File: src/rtl/rs_pkg.sv
// Shared types and command codes for the refresh scheduler.
// Assumes command codes are {ras_n, cas_n, we_n}, with chip select handled outside.
package rs_pkg;

    typedef enum logic [2:0] {
        ST_IDLE,
        ST_REQ,
        ST_PRE,
        ST_PWAIT,
        ST_REF,
        ST_RWAIT
    } rs_state_t;

    localparam logic [2:0] RCW_PREALL = 3'b010;
    localparam logic [2:0] RCW_AREF   = 3'b001;
    localparam logic [2:0] RCW_NOP    = 3'b111;

endpackage

File: src/rtl/rs_interval.sv
// Free-running interval counter: pulses tick once every INTERVAL cycles.
// Assumes INTERVAL >= 2.
module rs_interval #(
    parameter int INTERVAL = 1950
) (
    input  logic clk,
    input  logic rst_n,
    output logic tick
);
    localparam int CW = $clog2(INTERVAL);

    logic [CW-1:0] cnt;

    assign tick = (cnt == CW'(INTERVAL - 1));

    // Count cycles and wrap at the end of each interval.
    always_ff @(posedge clk) begin
        if (!rst_n)
            cnt <= '0;
        else if (tick)
            cnt <= '0;
        else
            cnt <= cnt + 1'b1;
    end
endmodule

File: src/rtl/rs_backlog.sv
// Capped counter of owed refreshes: add on each interval tick, take on each
// issued refresh. Saturates at CAP; a tick at the cap is lost.
// Assumes 1 <= URGENT_AT <= CAP.
module rs_backlog #(
    parameter int CAP       = 8,
    parameter int URGENT_AT = 8
) (
    input  logic clk,
    input  logic rst_n,
    input  logic add,
    input  logic take,
    output logic pending,
    output logic urgent
);
    localparam int CW = $clog2(CAP + 1);

    logic [CW-1:0] cnt;

    assign pending = (cnt != '0);
    assign urgent  = (cnt >= CW'(URGENT_AT));

    // Track owed refreshes with saturation at both ends.
    always_ff @(posedge clk) begin
        if (!rst_n)
            cnt <= '0;
        else if (add && !take && cnt != CW'(CAP))
            cnt <= cnt + 1'b1;
        else if (take && !add && cnt != '0)
            cnt <= cnt - 1'b1;
    end
endmodule

File: src/rtl/rs_sequencer.sv
// Bus sequencer: requests the bus while refreshes are owed, then on grant
// issues an optional precharge-all, waits TRP, issues auto-refresh and waits TRC.
// Assumes TRP >= 2 and TRC >= 2, and that the controller keeps off the bus while busy.
module rs_sequencer
    import rs_pkg::*;
#(
    parameter int TRP = 3,
    parameter int TRC = 9
) (
    input  logic       clk,
    input  logic       rst_n,
    input  logic       pending,
    input  logic       grant,
    input  logic       banks_open,
    output logic       req,
    output logic       busy,
    output logic       cmd_vld,
    output logic [2:0] cmd_rcw,
    output logic       cmd_a10,
    output logic       issued
);
    localparam int WMAX = (TRC > TRP) ? TRC : TRP;
    localparam int WW   = $clog2(WMAX) + 1;

    rs_state_t     state, nxt;
    logic [WW-1:0] wcnt;

    // Next-state selection.
    always_comb begin
        nxt = state;
        case (state)
            ST_IDLE:  if (pending) nxt = ST_REQ;
            ST_REQ:   if (grant) nxt = banks_open ? ST_PRE : ST_REF;
            ST_PRE:   nxt = ST_PWAIT;
            ST_PWAIT: if (wcnt == '0) nxt = ST_REF;
            ST_REF:   nxt = ST_RWAIT;
            ST_RWAIT: if (wcnt == '0) nxt = ST_IDLE;
            default:  nxt = ST_IDLE;
        endcase
    end

    // State register.
    always_ff @(posedge clk) begin
        if (!rst_n)
            state <= ST_IDLE;
        else
            state <= nxt;
    end

    // Wait timer loaded at each command, counted down in the wait states.
    always_ff @(posedge clk) begin
        if (!rst_n)
            wcnt <= '0;
        else if (state == ST_PRE)
            wcnt <= WW'(TRP - 2);
        else if (state == ST_REF)
            wcnt <= WW'(TRC - 2);
        else if (wcnt != '0)
            wcnt <= wcnt - 1'b1;
    end

    // Moore outputs decoded from the state register.
    always_comb begin
        req     = (state == ST_REQ);
        busy    = (state == ST_PRE) || (state == ST_PWAIT) ||
                  (state == ST_REF) || (state == ST_RWAIT);
        cmd_vld = (state == ST_PRE) || (state == ST_REF);
        cmd_a10 = (state == ST_PRE);
        issued  = (state == ST_REF);
        if (state == ST_PRE)
            cmd_rcw = RCW_PREALL;
        else if (state == ST_REF)
            cmd_rcw = RCW_AREF;
        else
            cmd_rcw = RCW_NOP;
    end
endmodule

File: src/rtl/refresh_sched.sv
// Periodic refresh scheduler top: interval counter, capped backlog and bus
// sequencer. All times in clock cycles. Assumes a synchronous active-low reset.
module refresh_sched #(
    parameter int REF_INTERVAL = 1950,
    parameter int T_RC         = 9,
    parameter int T_RP         = 3,
    parameter int BACKLOG_CAP  = 8,
    parameter int URGENT_LEVEL = 8
) (
    input  logic       clk,
    input  logic       rst_n,
    input  logic       grant,
    input  logic       banks_open,
    output logic       req,
    output logic       urgent,
    output logic       busy,
    output logic       cmd_vld,
    output logic [2:0] cmd_rcw,
    output logic       cmd_a10
);
    logic tick;
    logic pending;
    logic issued;

    rs_interval #(.INTERVAL(REF_INTERVAL)) u_interval (
        .clk   (clk),
        .rst_n (rst_n),
        .tick  (tick)
    );

    rs_backlog #(.CAP(BACKLOG_CAP), .URGENT_AT(URGENT_LEVEL)) u_backlog (
        .clk     (clk),
        .rst_n   (rst_n),
        .add     (tick),
        .take    (issued),
        .pending (pending),
        .urgent  (urgent)
    );

    rs_sequencer #(.TRP(T_RP), .TRC(T_RC)) u_seq (
        .clk        (clk),
        .rst_n      (rst_n),
        .pending    (pending),
        .grant      (grant),
        .banks_open (banks_open),
        .req        (req),
        .busy       (busy),
        .cmd_vld    (cmd_vld),
        .cmd_rcw    (cmd_rcw),
        .cmd_a10    (cmd_a10),
        .issued     (issued)
    );
endmodule

File: config.mk
export PLATFORM = sky130hd
export DESIGN_NAME = refresh_sched
export DESIGN_NICKNAME = d
export VERILOG_FILES = /design/src/rtl/rs_pkg.sv /design/src/rtl/rs_interval.sv /design/src/rtl/rs_backlog.sv /design/src/rtl/rs_sequencer.sv /design/src/rtl/refresh_sched.sv
export SDC_FILE = /design/constraint.sdc
export NUM_CORES = 1
export LEC_CHECK = 0
export BUFFER_PORTS_ARGS = -buffer_cell sky130_fd_sc_hd__buf_2
export CAP_MARGIN = 20
export CORE_ASPECT_RATIO = 0.9
export CORE_MARGIN = 2
export CORE_UTILIZATION = 55
export DETAILED_ROUTE_END_ITERATION = 10
export PLACE_DENSITY_LB_ADDON = 0.08
export SYNTH_ARGS = -nofsm -noshare
export SYNTH_HDL_FRONTEND = slang
export SYNTH_SLANG_ARGS = --single-unit
File: constraint.sdc
create_clock -name clk -period 3.3 [get_ports clk]
set_input_delay 0.165 -clock clk [delete_from_list [all_inputs] [get_ports clk]]
set_output_delay 0.165 -clock clk [all_outputs]
set_load 0.02 [all_outputs]
==> results of run 1 <==
==> per-layer routing <==
metal / vias to the layer above / wire length, um
li1: 508 / -
met1: 460 / 1040
met2: 22 / 1010
met3: 6 / 106
met4: 0 / 35
met5: - / 0
==> registers in the layout (all words and copies together), names as in the netlist <==
register        count
u_interval.cnt     11
u_seq.wcnt          5
u_backlog.cnt       4
u_seq.state         3
==> per-stage QoR <==
stage	instances	util	hold WS [ns]	power [mW]
6_report	179	0.614	0.211	0.600
3_5_place_dp	175	0.601	0.478	0.479
2_1_floorplan	141	-	0.304	0.450
5_1_grt	179	0.614	0.191	0.647
3_3_place_gp	175	0.601	0.464	0.472
4_1_cts	179	0.614	0.199	0.609
==> report_power, final <==
group	internal, mW	total (mW)	switching [mW]
sequential	0.301	0.327	0.0254
clock	0.0453	0.129	0.0840
combinational	0.0682	0.144	0.0760
==> final cells by class <==
cell class | instances | area, sq um | area share
Clock buffer | 3 | 22.5 | 0.0171
Clock inverter | 1 | 5.00 | 0.00381
Inverter | 10 | 37.5 | 0.0285
Multi-Input combinational cell | 104 | 701 | 0.533
Sequential cell | 23 | 460 | 0.350
Tap cell | 27 | 33.8 | 0.0257
Timing Repair Buffer | 11 | 55.1 | 0.0419
==> worst min-delay path, delay by kind of cell <==
family	cells	cell delay, ns
simple gates	1	0.11
buf+inv	1	0.17
compound gates	1	0.04
==> cell usage in the layout (no fill, tap or decap), types with 2 or more instances in the layout <==
cell	instances
a21oi_1	7
and3_1	3
xnor2_1	7
buf_2	11
nand2_1	11
a22oi_1	2
nor3_1	5
dfxtp_1	23
o21ai_0	2
nand2b_1	2
inv_1	9
xor2_1	6
and2_1	3
nor2_1	16
o21ai_1	2
nor4_1	3
clkbuf_4	3
ha_1	5
nand3_1	11
nor3_2	2
==> logic make-up after synthesis <==
| group | after synthesis | share of synthesized area |
|---|---|---|
| xor+xnor | 13 | 0.0936 |
| fa+ha+maj | 6 | 0.0679 |
| buf+inv | 14 | 0.0453 |
| simple gates | 64 | 0.294 |
| mux | 3 | 0.0288 |
| flops | 23 | 0.379 |
| compound gates | 18 | 0.0916 |
==> path summary, 6_finish.rpt <==
kind	endpoint	slack [ns]	cells after the start
max	u_backlog.cnt[3]	0.61	8
min	u_seq.wcnt[2]	0.21	3
max reg2reg	u_backlog.cnt[3]	0.61	8
min reg2reg	u_seq.wcnt[4]	0.50	2
==> run_results.csv, run 1 <==
group,metric,value,unit
synthesis,ys_seq_area_frac,0.379,
routing,wl,2.19,mm
global_routing,grt_pass1_vias,901,
placement,port_buffers,11,
routing,drt-initial-drc-count,15,
finish,finalInstanceArea,1320,sq um
finish,syn2layout_area_growth,8.13,%
global_routing,use_met2,0.311,
routing,dr_total_vias,996,
sta,setup_tns,0,ns
job,cap_violations,0,
critical_path,cpMaxStageDelayCell,"dfxtp_1",
critical_path,crit_type,"register to register",
floorplan,start_util,0.568,
sta,period_minus_slack,2.69,ns
critical_path,regToRegStartpoint,"u_seq.state[1]",
clock_tree,cts_tree,"built",
synthesis,yosysUniqueCellTypes,38,
critical_path,cp-end-kind,"register",
power_and_ir_drop,p_leak,0.532,nW
sta,grt_setup_unrepaired,"no",
floorplan,fp.dieH,48.6,um
synthesis,ys_ff_latch,23,
clock_tree,cts_made_buffers,3,
sta,clock.fmax,372,MHz
placement,dpl_cell_area,1290,sq um
sta,finalClockSkew,0.00586,ns
routing,vias_per_cell,5.56,
finish,final_nets,163,
clock_tree,htreeDepth,1,
synthesis,yosysMostFrequentCell,"dfxtp_1",
critical_path,cp-startpoint,"u_seq.state[1]",
critical_path,cp_top_family,"simple AND/OR/NAND/NOR gates",
clock_tree,cts_resized,0,
sta,worst_slack,0.609,ns
floorplan,die_area,2600,sq um
sta,relSlewSlack,0.674,
clock_tree,clockRootBuffer,"clkbuf_4",
power_and_ir_drop,max-vdd-ir-drop,0.395,mV
finish,drive_gt1_frac,0.138,
synthesis,ys_warn_count,0,
global_routing,antenna_found_initial,0,
finish,diodes,0,
synthesis,synth-edff-count,0,
synthesis,synth_area,1220,sq um
global_routing,grt_first_pass_wirelength,3.78,mm
placement,dp_hpwl,1.67,mm
power_and_ir_drop,p_per_area,456,nW/um^2
global_routing,grt-busiest-layer,"met2",
critical_path,worstPathMaxFanout,11,
critical_path,crit_arrival,2.91,ns
sta,finalCritPeriodShare,0.815,
placement,place_ws,0.665,ns
clock_tree,cts_setup_buffers,0,
sta,finalSetupViolations,0,
synthesis,ys_async_sr_fraction,0,
min_path,min_from,"rst_n",
critical_path,path_buf_inv,0,
critical_path,cp-start-kind,"register",
clock_tree,ctsLongestPathBuffers,2,
sta,tightest_slew,0.484,ns
global_routing,overflow,0,
synthesis,yosys-top-cells-count,"dfxtp_1, nor2_1, nand2_1, nand3_1, inv_1",
critical_path,crit_required,3.52,ns
sta,hold_viol,0,
status,status,"completed",
global_routing,use_met1,0.242,
global_routing,grt_max_degree,14,
routing,drc,0,
global_routing,grt_use_met3,0.0648,
synthesis,avgSynthCellArea,8.63,sq um
routing,final_antenna_net_count,0,
floorplan,design.core.area,2140,sq um
synthesis,yosys.area.top_type,"dfxtp_1",
min_path,worstHoldPathType,"input pin to register",
clock_tree,clkTransAtPathRegs,0.13,ns
synthesis,synth_top_area_frac,0.379,
floorplan,pin_count,12,
synthesis,synthTopCellsByArea,"dfxtp_1, ha_1, xnor2_1",
sta,drv_slew,0,
routing,wire_per_inst,12.2,um
floorplan,die_w,53.6,um
critical_path,crit_path_max_incr_delay,0.61,ns
clock_tree,insertion_delay,0.31,ns
routing,dr.pass1.iters,4,
finish,fillers,188,
critical_path,path_common_cell,"nand2_1",
global_routing,track_usage,0.194,
placement,place.gp.congestion,0.759,
clock_tree,cts_sinks,23,
synthesis,syn_inst,141,
clock_tree,postCtsHoldBufs,0,
critical_path,worstPathCellList,"nor3b_4, nor4_1, nand2_1, ha_1, a21oi_1, nand2_1, or4_1, and4_1",
synthesis,synth_nets,151,
floorplan,fp-row-count,16,
synthesis,synth_ff_type,"dfxtp_1",
(Power assumes the default switching activity.)
==> inputs of run 2 (changes only) <==
- clock period: 3.3 -> 2.5 ns (I/O delays scaled with it)
==> run_results.csv, run 2 (same netlist as run 1, synthesis figures left out) <==
group,metric,value,unit
critical_path,crit_required,2.71,ns
min_path,worstHoldPathType,"input pin to register",
critical_path,cpMaxStageDelayCell,"or4_1",
sta,finalClockSkew,0.0126,ns
floorplan,fp-row-count,16,
floorplan,pin_count,12,
floorplan,die_w,53.6,um
min_path,hold_end,"u_backlog.cnt[1]",
sta,finalSetupViolations,0,
clock_tree,htreeDepth,1,
critical_path,cp-start-kind,"register",
min_path,hold_path_depth,3,
clock_tree,clkTransAtPathRegs,0.13,ns
clock_tree,cts_sinks,23,
placement,dp_hpwl,1.70,mm
critical_path,crit_path_max_incr_delay,0.38,ns
job,cap_violations,0,
finish,finalInstanceArea,1390,sq um
finish,syn2layout_area_growth,14.3,%
critical_path,regToRegEndpoint,"u_backlog.cnt[3]",
finish,seqCellArea,462,sq um
floorplan,fp.dieH,48.6,um
finish,fillers,175,
critical_path,worstPathCellList,"inv_1, ha_1, nand4bb_1, nor4_2, nand2_1, ha_4, a21oi_1, nand2_2, or4_1, and4_1",
placement,dpl_cell_area,1330,sq um
sta,period_minus_slack,2.36,ns
finish,final_util,0.649,
critical_path,crit_arrival,2.56,ns
sta,hold_viol,0,
routing,vias_per_cell,5.40,
global_routing,grt_first_pass_wirelength,3.94,mm
placement,place.gp.congestion,0.767,
global_routing,overflow,0,
global_routing,grt_pass1_vias,990,
routing,dr.pass1.iters,5,
finish,largest_reg_flops,11,
finish,finalNonFillerCells,186,
finish,final_common_cell,"dfxtp_1",
floorplan,die_area,2600,sq um
global_routing,track_usage,0.200,
routing,drt-initial-drc-count,16,
critical_path,crit_type,"register to register",
critical_path,ff2ff_setup_slack,0.14,ns
finish,reg.largest.list,"u_interval.cnt: 11 flops, u_seq.wcnt: 5 flops, u_backlog.cnt: 4 flops",
sta,finalCritPeriodShare,0.943,
sta,relSlewSlack,0.683,
finish,diodes,0,
critical_path,path_buf_inv,1,
finish,final_cell_mix,"dfxtp_1, nor2_1, nand3_1, buf_2, nand2_1",
clock_tree,clockRootBuffer,"clkbuf_4",
clock_tree,insertion_delay,0.31,ns
finish,final_nets,170,
routing,wire_per_inst,12.2,um
power_and_ir_drop,p_leak,0.568,nW
critical_path,cp-end-kind,"register",
clock_tree,cts_tree,"built",
sta,tightest_slew,0.471,ns
finish,drive_gt1_frac,0.201,
global_routing,grt_max_degree,14,
routing,final_antenna_net_count,0,
power_and_ir_drop,max-vdd-ir-drop,0.502,mV
power_and_ir_drop,p_per_area,575,nW/um^2
min_path,min_from,"rst_n",
placement,port_buffers,11,
floorplan,design.core.area,2140,sq um
status,status,"completed",
critical_path,worstPathMaxFanout,4,
clock_tree,ctsLongestPathBuffers,2,
global_routing,antenna_found_initial,0,
critical_path,regToRegStartpoint,"u_interval.cnt[1]",
finish,multi_input_area,722,sq um
routing,dr_total_vias,1004,
critical_path,r2r_cells,10,
routing,drc,0,
critical_path,cp_top_family,"simple AND/OR/NAND/NOR gates",
sta,clock.fmax,424,MHz
finish,top_register,"u_interval.cnt",
routing,wl,2.27,mm
floorplan,start_util,0.568,
clock_tree,cts_made_buffers,3,
placement,post-place-cells,181,
sta,drv_slew,0,
clock_tree,postCtsHoldBufs,0,
[run 2: layout make-up]
cell class / count / area share
Tap cell: 27 / 0.0243
Clock buffer: 3 / 0.0162
Clock inverter: 1 / 0.00360
Timing Repair Buffer: 18 / 0.0774
Inverter: 10 / 0.0270
Sequential cell: 23 / 0.332
Multi-Input combinational cell: 104 / 0.519
[run 2: where the power goes]
group | leakage, nW | switching (mW) | internal, mW | total (mW)
Clock | 0.0177 | 0.108 | 0.0597 | 0.168
Combinational | 0.363 | 0.112 | 0.0932 | 0.205
Sequential | 0.187 | 0.0295 | 0.398 | 0.427
[run 2: worst max-delay path by stage]
stage | start | to | slack, ns | depth (start not counted)
CTS | u_interval.cnt[1] | u_backlog.cnt[3] | 0.07 | 10
finish | u_interval.cnt[1] | u_backlog.cnt[3] | 0.14 | 10
floorplan | u_interval.cnt[0] | u_backlog.cnt[3] | 0.17 | 9
global placement | u_seq.state[0] | u_backlog.cnt[3] | 0.17 | 8
global route | u_interval.cnt[1] | u_backlog.cnt[3] | -0.03 | 10
detailed placement | u_interval.cnt[1] | u_backlog.cnt[3] | 0.09 | 10
[run 2: worst register-to-register path, delay by kind of cell (launching register included)]
family / cells / cell delay [ns]
buffers and inverters: 1 / 0.06
AOI/OAI and AO/OA: 1 / 0.15
adders and majority gates: 2 / 0.41
DFF: 1 / 0.35
and+or+nand+nor: 6 / 1.29
[run 2: per-layer routing]
metal	wire [um]	up-vias	global-route usage
li1	-	518	-
met5	0	-	0
met2	1120	23	0.352
met4	13	0	0.0256
met3	93	2	0.0556
met1	1050	461	0.245
[run 2: through the flow]
stage	hold WS, ns	total power, mW	setup TNS [ns]	setup slack [ns]
final	0.151	0.800	0	0.141
after global routing	0.156	0.855	-0.0258	-0.0258
after global placement	0.468	0.625	0	0.166
after floorplan	0.264	0.593	0	0.168
after CTS	0.140	0.811	0	0.0667
after detailed placement	0.476	0.642	0	0.0920
[run 2: repair_timing]
action | CTS | global route
resized for setup | 0 | 4
endpoints found under the setup margin | 0 | 1
buffers inserted | 0 | 1
endpoints found under the hold margin | 0 | 0
==> inputs of run 3 (changes only) <==
- CELL_PAD_IN_SITES_DETAIL_PLACEMENT: unset -> 1
- CELL_PAD_IN_SITES_GLOBAL_PLACEMENT: unset -> 1
- CORE_UTILIZATION: 55 -> 45
- CTS_BUF_LIST: unset -> sky130_fd_sc_hd__clkbuf_8
==> run_results.csv, run 3 (same netlist as run 1, synthesis figures left out) <==
group,metric,value,unit
status,status,"complete, but fails checks",
status,violations,"negative setup slack",
sta,finalSetupViolations,1,
floorplan,pin_count,12,
finish,seqCellArea,462,sq um
global_routing,grt_first_pass_wirelength,4.59,mm
critical_path,cp-end-kind,"register",
finish,diodes,0,
floorplan,design.core.area,2510,sq um
finish,final_common_cell,"dfxtp_1",
sta,worst_slack,-0.0268,ns
clock_tree,insertion_delay,0.26,ns
job,cap_violations,0,
sta,setup_tns,-0.0268,ns
routing,dr_total_vias,1027,
clock_tree,cts_made_buffers,3,
floorplan,fp.dieH,53.3,um
routing,final_antenna_net_count,0,
power_and_ir_drop,max-vdd-ir-drop,0.308,mV
global_routing,grt_max_degree,14,
finish,finalNonFillerCells,188,
clock_tree,htreeDepth,1,
clock_tree,ctsLongestPathBuffers,2,
sta,relSlewSlack,0.686,
critical_path,regToRegStartpoint,"u_interval.cnt[1]",
finish,syn2layout_area_growth,16.5,%
finish,final_nets,171,
sta,tightest_slew,0.467,ns
critical_path,worstPathMaxFanout,4,
power_and_ir_drop,comb_power_share,0.232,
sta,drv_slew,0,
clock_tree,cts_tree,"built",
global_routing,track_usage,0.198,
sta,hold_viol,0,
critical_path,crit_type,"register to register",
finish,multi_input_area,722,sq um
clock_tree,postCtsHoldBufs,0,
global_routing,overflow,0,
placement,place.gp.congestion,0.856,
min_path,hold_path_depth,3,
routing,dr.pass1.iters,4,
floorplan,die_w,58.8,um
floorplan,fp-row-count,17,
routing,drt-initial-drc-count,23,
critical_path,crit_arrival,2.69,ns
finish,final_cell_mix,"dfxtp_1, nor2_1, nand3_1, buf_2",
floorplan,die_area,3140,sq um
routing,wl,2.70,mm
power_and_ir_drop,p_per_area,602,nW/um^2
min_path,hold_end,"u_backlog.cnt[2]",
critical_path,r2r_cells,10,
routing,vias_per_cell,5.46,
placement,port_buffers,11,
critical_path,crit_required,2.67,ns
critical_path,cp-start-kind,"register",
critical_path,regToRegEndpoint,"u_backlog.cnt[3]",
power_and_ir_drop,seq_power_share,0.501,
routing,wire_per_inst,14.3,um
placement,dp_hpwl,2.02,mm
clock_tree,clkTransAtPathRegs,0.08,ns
power_and_ir_drop,p_switching,0.252,mW
min_path,worstHoldPathType,"input pin to register",
global_routing,antenna_found_initial,0,
min_path,min_from,"rst_n",
critical_path,ff2ff_setup_slack,-0.03,ns
clock_tree,cts_sinks,23,
sta,finalCritPeriodShare,1.01,
power_and_ir_drop,p_sw_frac,0.296,
sta,clock.fmax,396,MHz
finish,top_register,"u_interval.cnt",
power_and_ir_drop,p_leak,0.581,nW
routing,drc,0,
sta,period_minus_slack,2.53,ns
finish,drive_gt1_frac,0.200,
clock_tree,clockRootBuffer,"clkbuf_8",
finish,largest_reg_flops,11,
sta,finalClockSkew,0.00103,ns
placement,post-place-cells,182,
floorplan,start_util,0.485,
power_and_ir_drop,clkPwrFrac,0.267,
global_routing,grt_pass1_vias,1034,
finish,reg.largest.list,"u_interval.cnt: 11 flops, u_seq.wcnt: 5 flops, u_backlog.cnt: 4 flops",
finish,fillers,311,
power_and_ir_drop,internal_power,0.600,mW
==> run 3: changes by cell type in the layout (fill, tap and decap cells not counted) <==
cell | before | now
buf_4 | 7 | 8
clkbuf_4 | 3 | 0
clkinv_2 | 1 | 0
inv_1 | 9 | 10
clkbuf_8 | 0 | 3
==> run 3: power groups by stage <==
| stage | combinational (mW) | sequential (mW) | clock, mW |
|---|---|---|---|
| 2_1_floorplan | 0.162 | 0.432 | 0 |
| 3_3_place_gp | 0.192 | 0.435 | 0 |
| 3_5_place_dp | 0.202 | 0.437 | 0 |
| 4_1_cts | 0.203 | 0.428 | 0.236 |
| 5_1_grt | 0.229 | 0.432 | 0.245 |
| 6_report | 0.197 | 0.427 | 0.227 |
==> run 3: cell type report <==
type / instances / share of cell area
Multi-Input combinational cell: 104 / 0.510
Sequential cell: 23 / 0.326
Timing Repair Buffer: 19 / 0.0813
Clock buffer: 3 / 0.0292
Inverter: 10 / 0.0265
Tap cell: 28 / 0.0247
Clock inverter: 1 / 0.00265
==> run 3: worst max path at each step <==
stage	from	end	cells after the start
global route	u_interval.cnt[1]	u_backlog.cnt[3]	10
detailed placement	u_interval.cnt[1]	u_backlog.cnt[3]	10
global placement	u_interval.cnt[1]	u_backlog.cnt[3]	10
finish	u_interval.cnt[1]	u_backlog.cnt[3]	10
floorplan	u_interval.cnt[0]	u_backlog.cnt[3]	9
CTS	u_interval.cnt[1]	u_backlog.cnt[3]	10
==> run 3: critical path, stage by stage, from the launching register on <==
cell       delay (ns)
dfxtp_2          0.34
inv_1            0.05
ha_1             0.14
nand4bb_1        0.17
nor4_2           0.40
nand2_1          0.21
ha_4             0.27
a21oi_1          0.16
nand2_2          0.10
or4_1            0.40
and4_1           0.18
==> run 3: timing repair <==
action / 4_1_cts / 5_1_grt
gates resized for setup: 0 / 4
setup endpoints to repair: 0 / 1
buffers inserted: 0 / 2
==> run 3: metal layers <==
metal  global-route usage  vias to the layer above  share of wire
li1                     -                      520              -
met1                0.251                      493           0.49
met2                0.324                       10           0.47
met4               0.0682                        0          0.014
met5                    0                        -              0
met3               0.0513                        4          0.025
==> run 3: through the flow <==
step / setup WS [ns] / instance area [sq um] / utilization / power [mW] / hold WS, ns
after floorplan: 0.168 / 1220 / - / 0.593 / 0.264
after global placement: 0.195 / 1330 / 0.531 / 0.627 / 0.466
after detailed placement: 0.0533 / 1330 / 0.531 / 0.639 / 0.481
after CTS: 0.0117 / 1380 / 0.549 / 0.867 / 0.201
after global routing: -0.179 / 1420 / 0.564 / 0.907 / 0.236
final: -0.0268 / 1420 / 0.564 / 0.852 / 0.198
